File: src/rtl/uart_rxq_pkg.sv
package uart_rxq_pkg;

    localparam int CHAR_W = 8;
    localparam int FLAG_W = 4;

    // Packed: first member is the most significant bit.
    typedef struct packed {
        logic overrun;   // bit3
        logic brk;       // bit2
        logic parity;    // bit1
        logic framing;   // bit0
    } rx_flags_t;

    typedef struct packed {
        rx_flags_t              flags;
        logic [CHAR_W-1:0]      chr;
    } rx_entry_t;

    localparam int ENTRY_W = $bits(rx_entry_t);

    // Slot index wrapped by a power-of-two mask.
    function automatic logic [7:0] wrap_idx(input logic [7:0] idx, input logic [7:0] mask);
        return idx & mask;
    endfunction

endpackage

File: src/rtl/uart_rxq_store.sv
module uart_rxq_store
    import uart_rxq_pkg::*;
#(
    parameter int DEPTH_LOG2 = 4
) (
    input  logic                  clk,
    input  logic                  rst,
    input  logic                  we,
    input  logic [DEPTH_LOG2-1:0] wr_slot,
    input  rx_entry_t             wr_entry,
    input  logic [DEPTH_LOG2-1:0] rd_slot,
    output rx_entry_t             rd_entry
);
    localparam int SLOTS = 1 << DEPTH_LOG2;

    rx_entry_t cells [SLOTS];

    generate
        for (genvar g = 0; g < SLOTS; g++) begin : g_cell
            always_ff @(posedge clk) begin
                if (rst) begin
                    cells[g] <= '0;
                end else if (we && (wr_slot == DEPTH_LOG2'(g))) begin
                    cells[g] <= wr_entry;
                end
            end
        end
    endgenerate

    assign rd_entry = cells[rd_slot];

endmodule

File: src/rtl/uart_rxq_ctrl.sv
module uart_rxq_ctrl
    import uart_rxq_pkg::*;
#(
    parameter int DEPTH_LOG2 = 4,
    parameter int TRIG_LEVEL = 1
) (
    input  logic                  clk,
    input  logic                  rst,
    input  logic                  wr_en,
    input  logic                  rd_en,
    input  logic                  lcr_wr,
    input  logic                  lcr_fifo_en,
    output logic                  we,
    output logic [DEPTH_LOG2-1:0] wr_slot,
    output logic [DEPTH_LOG2-1:0] head,
    output logic                  rd_take,
    output logic                  full,
    output logic                  empty,
    output logic                  can_accept,
    output logic                  rx_irq
);
    localparam int PTR_W = DEPTH_LOG2;
    localparam int CNT_W = DEPTH_LOG2 + 1;
    localparam int DEPTH = 1 << DEPTH_LOG2;
    localparam logic [CNT_W:0] TRIG_V = (CNT_W+1)'(TRIG_LEVEL);

    logic             fifo_on, fifo_on_n;
    logic [CNT_W-1:0] cnt, cnt_n;
    logic [PTR_W-1:0] pos_n;
    logic             full_n, empty_n, irq_n;
    logic [CNT_W-1:0] depth_eff;
    logic [PTR_W-1:0] mask;
    logic             flush;

    assign depth_eff  = fifo_on ? CNT_W'(DEPTH) : CNT_W'(1);
    assign mask       = fifo_on ? PTR_W'(DEPTH - 1) : '0;
    assign can_accept = (cnt < depth_eff);
    assign flush      = lcr_wr && (lcr_fifo_en != fifo_on);
    assign rd_take    = rd_en && !flush;

    always_comb begin
        fifo_on_n = fifo_on;
        cnt_n     = cnt;
        pos_n     = head;
        full_n    = full;
        empty_n   = empty;
        irq_n     = rx_irq;
        we        = 1'b0;
        wr_slot   = '0;
        if (flush) begin
            fifo_on_n = lcr_fifo_en;
            cnt_n     = '0;
            pos_n     = '0;
            full_n    = 1'b0;
            empty_n   = 1'b1;
        end else begin
            if (rd_en) begin
                full_n = 1'b0;
                if (cnt != '0) begin
                    cnt_n = cnt - 1'b1;
                    pos_n = (head + 1'b1) & mask;
                end
                if (cnt_n == '0) empty_n = 1'b1;
                if (({1'b0, cnt_n} + 1'b1) == TRIG_V) irq_n = 1'b0;
            end
            if (wr_en && can_accept) begin
                we      = 1'b1;
                wr_slot = (pos_n + PTR_W'(cnt_n)) & mask;
                cnt_n   = cnt_n + 1'b1;
                empty_n = 1'b0;
                if (cnt_n == depth_eff) full_n = 1'b1;
                if ({1'b0, cnt_n} == TRIG_V) irq_n = 1'b1;
            end
        end
    end

    always_ff @(posedge clk) begin
        if (rst) begin
            fifo_on <= 1'b0;
            cnt     <= '0;
            head    <= '0;
            full    <= 1'b0;
            empty   <= 1'b1;
            rx_irq  <= 1'b0;
        end else begin
            fifo_on <= fifo_on_n;
            cnt     <= cnt_n;
            head    <= pos_n;
            full    <= full_n;
            empty   <= empty_n;
            rx_irq  <= irq_n;
        end
    end

    AST_FULL_AT_DEPTH: assert property (@(posedge clk) disable iff (rst)
        full |-> (cnt == depth_eff)) else $error("full without depth");
    AST_EMPTY_AT_ZERO: assert property (@(posedge clk) disable iff (rst)
        empty |-> (cnt == '0)) else $error("empty with entries");
    AST_COUNT_BOUND: assert property (@(posedge clk) disable iff (rst)
        cnt <= depth_eff) else $error("count overflow");
    AST_DROP_WHEN_FULL: assert property (@(posedge clk) disable iff (rst)
        (wr_en && !can_accept && !rd_en && !lcr_wr) |=> (cnt == $past(cnt) && head == $past(head)))
        else $error("write while full changed state");
    AST_FLUSH_ON_TOGGLE: assert property (@(posedge clk) disable iff (rst)
        flush |=> (cnt == '0 && empty && !full && head == '0)) else $error("toggle did not flush");
    AST_IRQ_ON_TRIGGER: assert property (@(posedge clk) disable iff (rst)
        (wr_en && can_accept && !rd_en && !flush && ({1'b0, cnt} + 1'b1 == TRIG_V)) |=> rx_irq)
        else $error("irq not raised at trigger");

endmodule

File: src/rtl/uart_rxq_status.sv
module uart_rxq_status
    import uart_rxq_pkg::*;
(
    input  logic      clk,
    input  logic      rst,
    input  logic      capture,
    input  logic      clr,
    input  rx_flags_t flags_in,
    output rx_flags_t status
);
    always_ff @(posedge clk) begin
        if (rst || clr) begin
            status <= '0;
        end else if (capture) begin
            status <= flags_in;
        end
    end

    AST_STATUS_CLEARED: assert property (@(posedge clk) disable iff (rst)
        clr |=> (status == '0)) else $error("status not cleared");

endmodule

File: src/rtl/uart_rx_queue.sv
module uart_rx_queue
    import uart_rxq_pkg::*;
#(
    parameter int DEPTH_LOG2 = 4,
    parameter int TRIG_LEVEL = 1
) (
    input  logic              clk,
    input  logic              rst,
    input  logic              wr_en,
    input  logic [CHAR_W-1:0] wr_data,
    input  logic [FLAG_W-1:0] wr_err,
    input  logic              rd_en,
    input  logic              lcr_wr,
    input  logic              lcr_fifo_en,
    input  logic              status_clr,
    output logic [CHAR_W-1:0] rd_data,
    output logic [FLAG_W-1:0] rd_err,
    output logic [FLAG_W-1:0] rx_status,
    output logic              q_full,
    output logic              q_empty,
    output logic              can_accept,
    output logic              rx_irq
);
    logic                  we, rd_take;
    logic [DEPTH_LOG2-1:0] wr_slot, head;
    rx_entry_t             in_entry, head_entry;
    rx_flags_t             status_q;

    assign in_entry.chr   = wr_data;
    assign in_entry.flags = rx_flags_t'(wr_err);

    uart_rxq_ctrl #(
        .DEPTH_LOG2 (DEPTH_LOG2),
        .TRIG_LEVEL (TRIG_LEVEL)
    ) u_ctrl (
        .clk         (clk),
        .rst         (rst),
        .wr_en       (wr_en),
        .rd_en       (rd_en),
        .lcr_wr      (lcr_wr),
        .lcr_fifo_en (lcr_fifo_en),
        .we          (we),
        .wr_slot     (wr_slot),
        .head        (head),
        .rd_take     (rd_take),
        .full        (q_full),
        .empty       (q_empty),
        .can_accept  (can_accept),
        .rx_irq      (rx_irq)
    );

    uart_rxq_store #(
        .DEPTH_LOG2 (DEPTH_LOG2)
    ) u_store (
        .clk      (clk),
        .rst      (rst),
        .we       (we),
        .wr_slot  (wr_slot),
        .wr_entry (in_entry),
        .rd_slot  (head),
        .rd_entry (head_entry)
    );

    uart_rxq_status u_status (
        .clk      (clk),
        .rst      (rst),
        .capture  (rd_take),
        .clr      (status_clr),
        .flags_in (head_entry.flags),
        .status   (status_q)
    );

    assign rd_data   = head_entry.chr;
    assign rd_err    = head_entry.flags;
    assign rx_status = status_q;

    AST_NOT_FULL_AND_EMPTY: assert property (@(posedge clk) disable iff (rst)
        !(q_full && q_empty)) else $error("full and empty together");

endmodule

File: config.mk
export PLATFORM = sky130hd
export DESIGN_NAME = uart_rx_queue
export DESIGN_NICKNAME = d
export VERILOG_FILES = /design/src/rtl/uart_rxq_pkg.sv /design/src/rtl/uart_rxq_store.sv /design/src/rtl/uart_rxq_ctrl.sv /design/src/rtl/uart_rxq_status.sv /design/src/rtl/uart_rx_queue.sv
export SDC_FILE = /design/constraint.sdc
export NUM_CORES = 1
export LEC_CHECK = 0
export ABC_AREA = 1
export BUFFER_PORTS_ARGS = -buffer_cell sky130_fd_sc_hd__buf_4
export CAP_MARGIN = 40
export CORE_ASPECT_RATIO = 0.9
export CORE_MARGIN = 3
export CORE_UTILIZATION = 50
export DETAILED_ROUTE_END_ITERATION = 10
export HOLD_SLACK_MARGIN = 0.03
export PLACE_DENSITY = 0.67
export SETUP_SLACK_MARGIN = 0.4
export SLEW_MARGIN = 20
export SYNTH_ARGS = -nofsm -noshare
export SYNTH_HDL_FRONTEND = slang
export SYNTH_SLANG_ARGS = --single-unit
File: constraint.sdc
create_clock -name clk -period 8.25 [get_ports clk]
set_input_delay 0.4125 -clock clk [delete_from_list [all_inputs] [get_ports clk]]
set_output_delay 0.4125 -clock clk [all_outputs]
set_load 0.02 [all_outputs]
# [Word level (Yosys, flattened, before mapping)]
# Memories as Yosys holds them, arrays and structs flattened. A register that Yosys moved wholly into a read port is not among the register bits.
# Cells that the tools add are included.
[op_classes] n_addsub=5 order_cmp=1 eq_ne=19 muxes=92 bitwise=18 reduce_logical=28
[op_table] operator="12-bit two-way mux" n=16
[op_table] operator="1-bit two-way mux" n=62
[op_table] operator="5-bit two-way mux" n=7
[op_table] operator="4-bit equality test (second input constant)" n=8
[op_table] operator="4-bit two-way mux" n=7
[op_table] operator="1-bit logical AND" n=19
[op_table] operator="4-bit by 3-bit equality test with 1-bit output (second input constant)" n=4
[op_table] operator="1-bit bitwise OR" n=16
[op_table] operator="4-bit bitwise AND" n=2
[op_table] operator="4-bit by 2-bit equality test with 1-bit output (second input constant)" n=2
[op_table] operator="5-bit by 1-bit adder with 6-bit output (second input constant)" n=1
[op_table] operator="6-bit by 1-bit equality test with 1-bit output (second input constant)" n=1
[op_table] operator="5-bit by 1-bit adder with 5-bit output (second input constant)" n=1
[op_table] operator="5-bit by 1-bit equality test with 1-bit output (second input constant)" n=1
[op_table] operator="5-bit equality test" n=1
[op_table] operator="5-bit logical NOT" n=1
[op_table] operator="5-bit less-than comparator" n=1
[op_table] operator="5-bit nonzero test" n=1
[op_table] operator="5-bit by 1-bit subtractor with 5-bit output (second input constant)" n=1
[op_table] operator="4-bit by 1-bit adder with 4-bit output (second input constant)" n=1
[op_table] operator="4-bit adder" n=1
[op_table] operator="4-bit by 1-bit equality test with 1-bit output (second input constant)" n=1
[op_table] operator="4-bit logical NOT" n=1
[op_table] operator="2-bit nonzero test" n=2
[op_table] operator="other kinds (5)" n=5
[totals] register_bits=17 ram_bits=192 in_bits=19 output_inout_bits=20 memories=1
[memory_table] name="u_store.cells" words=16 word_bits=12 rd=1 rd_clocked_by_memory_dff=1 wr=16 line="uart_rxq_store.sv:16" rtl="rx_entry_t cells [SLOTS];"

# [Depth between registers and ports, before layout]
[logic_depth] ltp_word=16 depth_mapped=22

# [Modules after synthesis]
# A second synthesis with hierarchy kept.
[unflattened] hier_cells=1273 hier_area_um2=10691.5
[modules_own_cells] mod="uart_rxq_store" instances=1 cells_each=1070 area_each_um2=9381.5 seq_area_each_um2=5765.5
[modules_own_cells] mod="uart_rxq_ctrl" instances=1 cells_each=177 area_each_um2=1132.3 seq_area_each_um2=260.2
[modules_own_cells] mod="uart_rxq_status" instances=1 cells_each=26 area_each_um2=177.7 seq_area_each_um2=80.1

# [Worst setup path before layout]
# Ideal clock, no wire load.
[synth_timing] kind="reg-to-reg" startpoint="register u_ctrl.cnt[0]" endpoint="memory u_store.cells[9][0] in the netlist's numbering (enable)" arrival_time_ns=2.983 required_time_ns=7.900 setup_slack_ns=4.916 path_stages_with_launch=17 path_buffers=1 period_less_slack_ns=3.334 path_cell_list="dfxtp_1 -> inv_1 -> ha_1 -> nand3_4 -> nand2_4 -> inv_2 -> o21ai_0 -> o21ai_0 -> inv_1 -> ha_1 -> inv_1 -> fa_1 -> inv_1 -> nor3_2 -> nand4_1 -> buf_2 -> nand2_1"
[synth_lines] element="start: declaration" line="uart_rxq_ctrl.sv:28" rtl="logic [CNT_W-1:0] cnt, cnt_n;"
[synth_lines] element="start signal: assignment" line="uart_rxq_ctrl.sv:87" rtl="cnt <= cnt_n;"
[synth_lines] element="end: declaration" line="uart_rxq_store.sv:16"

==> qor.csv <==
metric;value;unit
Total Power;3.34;mW
Net Sw Power;1.16;mW
total die area;22100;µm²
height of the die;141;µm
std cell rows;48;
portion of total power attributed to sequential cells;38.5;%
clock tree sinks;209;
clock latency of the later-clocked register in the worst-skew pair;0.52;ns
Global Route Usage Sum;24.8;%
count of final hold-check violations;0;
Detailed Route Iter0 Violations;925;
Longest Clk Path Bufs;3;
largest net degree at the start of global routing;77;
total of hold buffers inserted after clock tree synthesis;0;
first-pass GRT wire length;42.6;mm
PostCTS Resize Cnt;0;
sequential fraction of the synthesis area;60.1;%
critical path class;register to register;
finished layout cell area;11300;µm²
initial antenna violation count;0;
post-layout min period;4.66;ns
post-detail-place hpwl;17.1;mm
combinational fraction of design power;29.9;%
depth of the worst register-to-register path;15;
beginning of the worst register-to-register path;u_ctrl.head[0]$_SDFF_PP0_;
cell type with the largest total area after synthesis;sky130_fd_sc_hd__edfxtp_1;
placeable core region;19600;µm²
final estimated routing congestion in global placement;0.915;
period utilisation layout;56.5;%
DRC viols;0;
total grt overflow;0;
CTS tree;built;
most frequent cells after synthesis;sky130_fd_sc_hd__nor2_1 (233), sky130_fd_sc_hd__edfxtp_1 (192), sky130_fd_sc_hd__o21ai_0 (125), sky130_fd_sc_hd__nor3_1 (80), sky130_fd_sc_hd__nand2_1 (70);
static leakage;4.34;nW
required time at the endpoint of the critical path;8.40;ns
final clock skew;0.0160;ns
overall via count from detail_route;7727;
standard cell with the maximum stage delay on the critical path;sky130_fd_sc_hd__dfxtp_2;
Worst Setup End Kind;register;
portion of synthesized cell area occupied by the leading cell type;56.7;%
vias in the first global route;7331;
routed wire length per instance;21.2;µm
count of yosys warnings during synthesis;0;
most used standard cell by instance count after synthesis;sky130_fd_sc_hd__nor2_1;
layout cells sized above 1;12.6;%
number of non-filler instances in the completed layout;1298;
setup repair after global routing missed its margin;false;
worst min-delay path class;input port to register;
Startpoint Class;register;
number of storage elements in the synthesis netlist;209;
Least-Margin Pin Slew;0.828;ns
average size of a mapped cell;9.78;µm²
relative slew slack;44.7;%
buffers added on ports;38;
endpoint of the lowest-slack register-to-register path;u_store.cells[11][6]$_SDFFCE_PN0P_;
slowest cell delay on critical path;0.75;ns
max cap viols;0;
outcome;completed;
total power divided by cell area;296;nW/µm²
CTS Root Cell;sky130_fd_sc_hd__clkbuf_16;
final cell utilization of the core;57.8;%
gate count of the mapped netlist;1039;
Worst Path Arrival;4.81;ns
number of enable flip-flop cells after synthesis;192;
dominant cell type by count on the critical path;sky130_fd_sc_hd__nand2_1;
Netlist Area Pre-Place;10200;µm²
Initial DRT Pass Iterations;6;
relative contribution of the clock network to total power;31.6;%
die width;156;µm
flip-flop cell with the highest count after synthesis;sky130_fd_sc_hd__edfxtp_1;
Worst Path Max Fanout;67;
vias per std cell;5.95;
top area cells in the synthesized netlist;sky130_fd_sc_hd__edfxtp_1 (57%), sky130_fd_sc_hd__nor2_1 (8.6%), sky130_fd_sc_hd__o21ai_0 (6.2%);
H-tree depth;1;
total number of nets in the final design;1059;
placed cell areas;10500;µm²
final count of pins violating max slew;0;
number of nets in the synthesized netlist;1067;
VDD IR max;0.180;mV
remaining antenna violation count after routing;0;
number of distinct standard cells referenced by the synthesized netlist;38;
ANT cells;0;
post-CTS clock slew at the launch and capture registers of the worst setup and hold paths;0.06;ns
count of boundary I/O pins;39;
termination of the worst setup path;u_store.cells[11][6]$_SDFFCE_PN0P_;
cell chain of the critical path;buf_4, ha_1, inv_1, nor3_1, nor3_1, ha_1, nand2_1, nand2_1, nor2_1, nand3_1, nand2_1, nand2_1, nand2_2, nand4_1, nand2_1;
worst setup path startpoint;u_ctrl.head[0]$_SDFF_PP0_;
Total Negative Setup Slacks;0;ns
setup slack, reg-to-reg;3.59;ns
final wirelength;27.5;mm
achievable clock frequency;215;MHz
total setup buffers inserted after CTS;0;
Inserted Clock Buffers;23;
Starting Density;51.9;%
switching power share of the total;34.8;%
area grow syn2layout;11.3;%
FFs w/ async S/R, synth;0;%
Setup Viol. Count Final;0;
internal power of the cells;2.18;mW
count of placed standard cells including taps;1254;
through the flow:
step | worst slack, ns | hold WS [ns]
floorplan | 4.92 | 0.541
global placement | 3.69 | 0.462
detailed placement | 3.65 | 0.467
CTS | 3.62 | 0.0917
global route | 3.14 | 0.106
finish | 3.59 | 0.0993
sequential cells by signal (all words and copies together) (netlist names):
name             cells
u_ctrl.cnt           5
u_ctrl.empty         1
u_ctrl.fifo_on       1
u_ctrl.full          1
u_ctrl.head          4
u_ctrl.rx_irq        1
u_status.status      4
u_store.cells      192
layer usage:
layer  vias up  share of wire [%]  global-route usage [%]
li1       3635                  -                       -
met1      3666                 43                    36.9
met2       378                 47                    39.0
met3        48                8.1                    2.90
met4         0                2.5                    6.86
met5         -                  0                       0
power groups by stage:
stage | clock network, mW | registers [mW] | logic [mW]
CTS | 1.06 | 1.29 | 0.995
finish | 1.06 | 1.29 | 1.00
global route | 1.11 | 1.29 | 1.11
floorplan | 0 | 1.29 | 0.711
detailed placement | 0 | 1.31 | 0.990
global placement | 0 | 1.31 | 0.980
placed cells by master, fill, tap and decap left out, types with 2 or more instances in the layout:
| cell | instances |
|---|---|
| sky130_fd_sc_hd__inv_2 | 4 |
| sky130_fd_sc_hd__nor2_1 | 233 |
| sky130_fd_sc_hd__a211oi_1 | 2 |
| sky130_fd_sc_hd__clkbuf_1 | 6 |
| sky130_fd_sc_hd__edfxtp_1 | 192 |
| sky130_fd_sc_hd__clkbuf_16 | 23 |
| sky130_fd_sc_hd__buf_4 | 44 |
| sky130_fd_sc_hd__nand3_4 | 2 |
| sky130_fd_sc_hd__nand3_1 | 25 |
| sky130_fd_sc_hd__nor2_2 | 2 |
| sky130_fd_sc_hd__nand2_1 | 70 |
| sky130_fd_sc_hd__clkinv_2 | 4 |
| sky130_fd_sc_hd__o211ai_1 | 10 |
| sky130_fd_sc_hd__a22oi_1 | 3 |
| sky130_fd_sc_hd__inv_1 | 56 |
| sky130_fd_sc_hd__clkbuf_8 | 3 |
| sky130_fd_sc_hd__nand2_2 | 6 |
| sky130_fd_sc_hd__ha_1 | 8 |
| sky130_fd_sc_hd__nand4_1 | 12 |
| sky130_fd_sc_hd__nor2_4 | 3 |
| sky130_fd_sc_hd__buf_8 | 2 |
| sky130_fd_sc_hd__nor2_8 | 2 |
| sky130_fd_sc_hd__bufinv_16 | 3 |
| sky130_fd_sc_hd__nor3_2 | 19 |
| sky130_fd_sc_hd__dfxtp_1 | 16 |
| sky130_fd_sc_hd__o22ai_1 | 48 |
| sky130_fd_sc_hd__o21ai_0 | 125 |
| sky130_fd_sc_hd__nor3_1 | 80 |
| sky130_fd_sc_hd__a21oi_1 | 21 |
| sky130_fd_sc_hd__nand3_2 | 7 |
cell type report:
type | instances | area, µm²
Fill cell | 1699 | 8270
Clock inverter | 10 | 130
Clock buffer | 32 | 639
Tap cell | 250 | 313
Timing Repair Buffer | 48 | 399
Inverter | 61 | 231
Multi-Input combinational cell | 688 | 3490
Sequential cell | 209 | 6110
critical path: cells and delay by family (launching register included):
family / cells / cell delay (ns)
AND/OR/NAND/NOR: 11 / 2.19
flip-flops: 1 / 0.75
buffers and inverters: 2 / 0.71
adder cells (fa/ha/maj): 2 / 0.58
cells by family after synthesis:
logic type,synth area share [%]
adder cells (fa/ha/maj),1.18
flip-flops,60.1
AO/OA/AOI/OAI,11.5
buffers and inverters,5.59
XOR/XNOR,0.172
AND/OR/NAND/NOR,21.5
worst min path at each step:
stage	startpoint	end	slack (ns)	cells after the start
2_1_floorplan	u_ctrl.full$_SDFF_PP0_	u_ctrl.full$_SDFF_PP0_	0.54	2
3_3_place_gp	u_ctrl.full$_SDFF_PP0_	u_ctrl.full$_SDFF_PP0_	0.46	2
3_5_place_dp	u_ctrl.full$_SDFF_PP0_	u_ctrl.full$_SDFF_PP0_	0.47	2
4_1_cts	rst	u_ctrl.fifo_on$_SDFFE_PP0P_	0.09	2
5_1_grt	rst	u_ctrl.fifo_on$_SDFFE_PP0P_	0.11	2
6_report	rst	u_ctrl.fifo_on$_SDFFE_PP0P_	0.1	2
No activity file was read; power rests on OpenSTA's default activity.
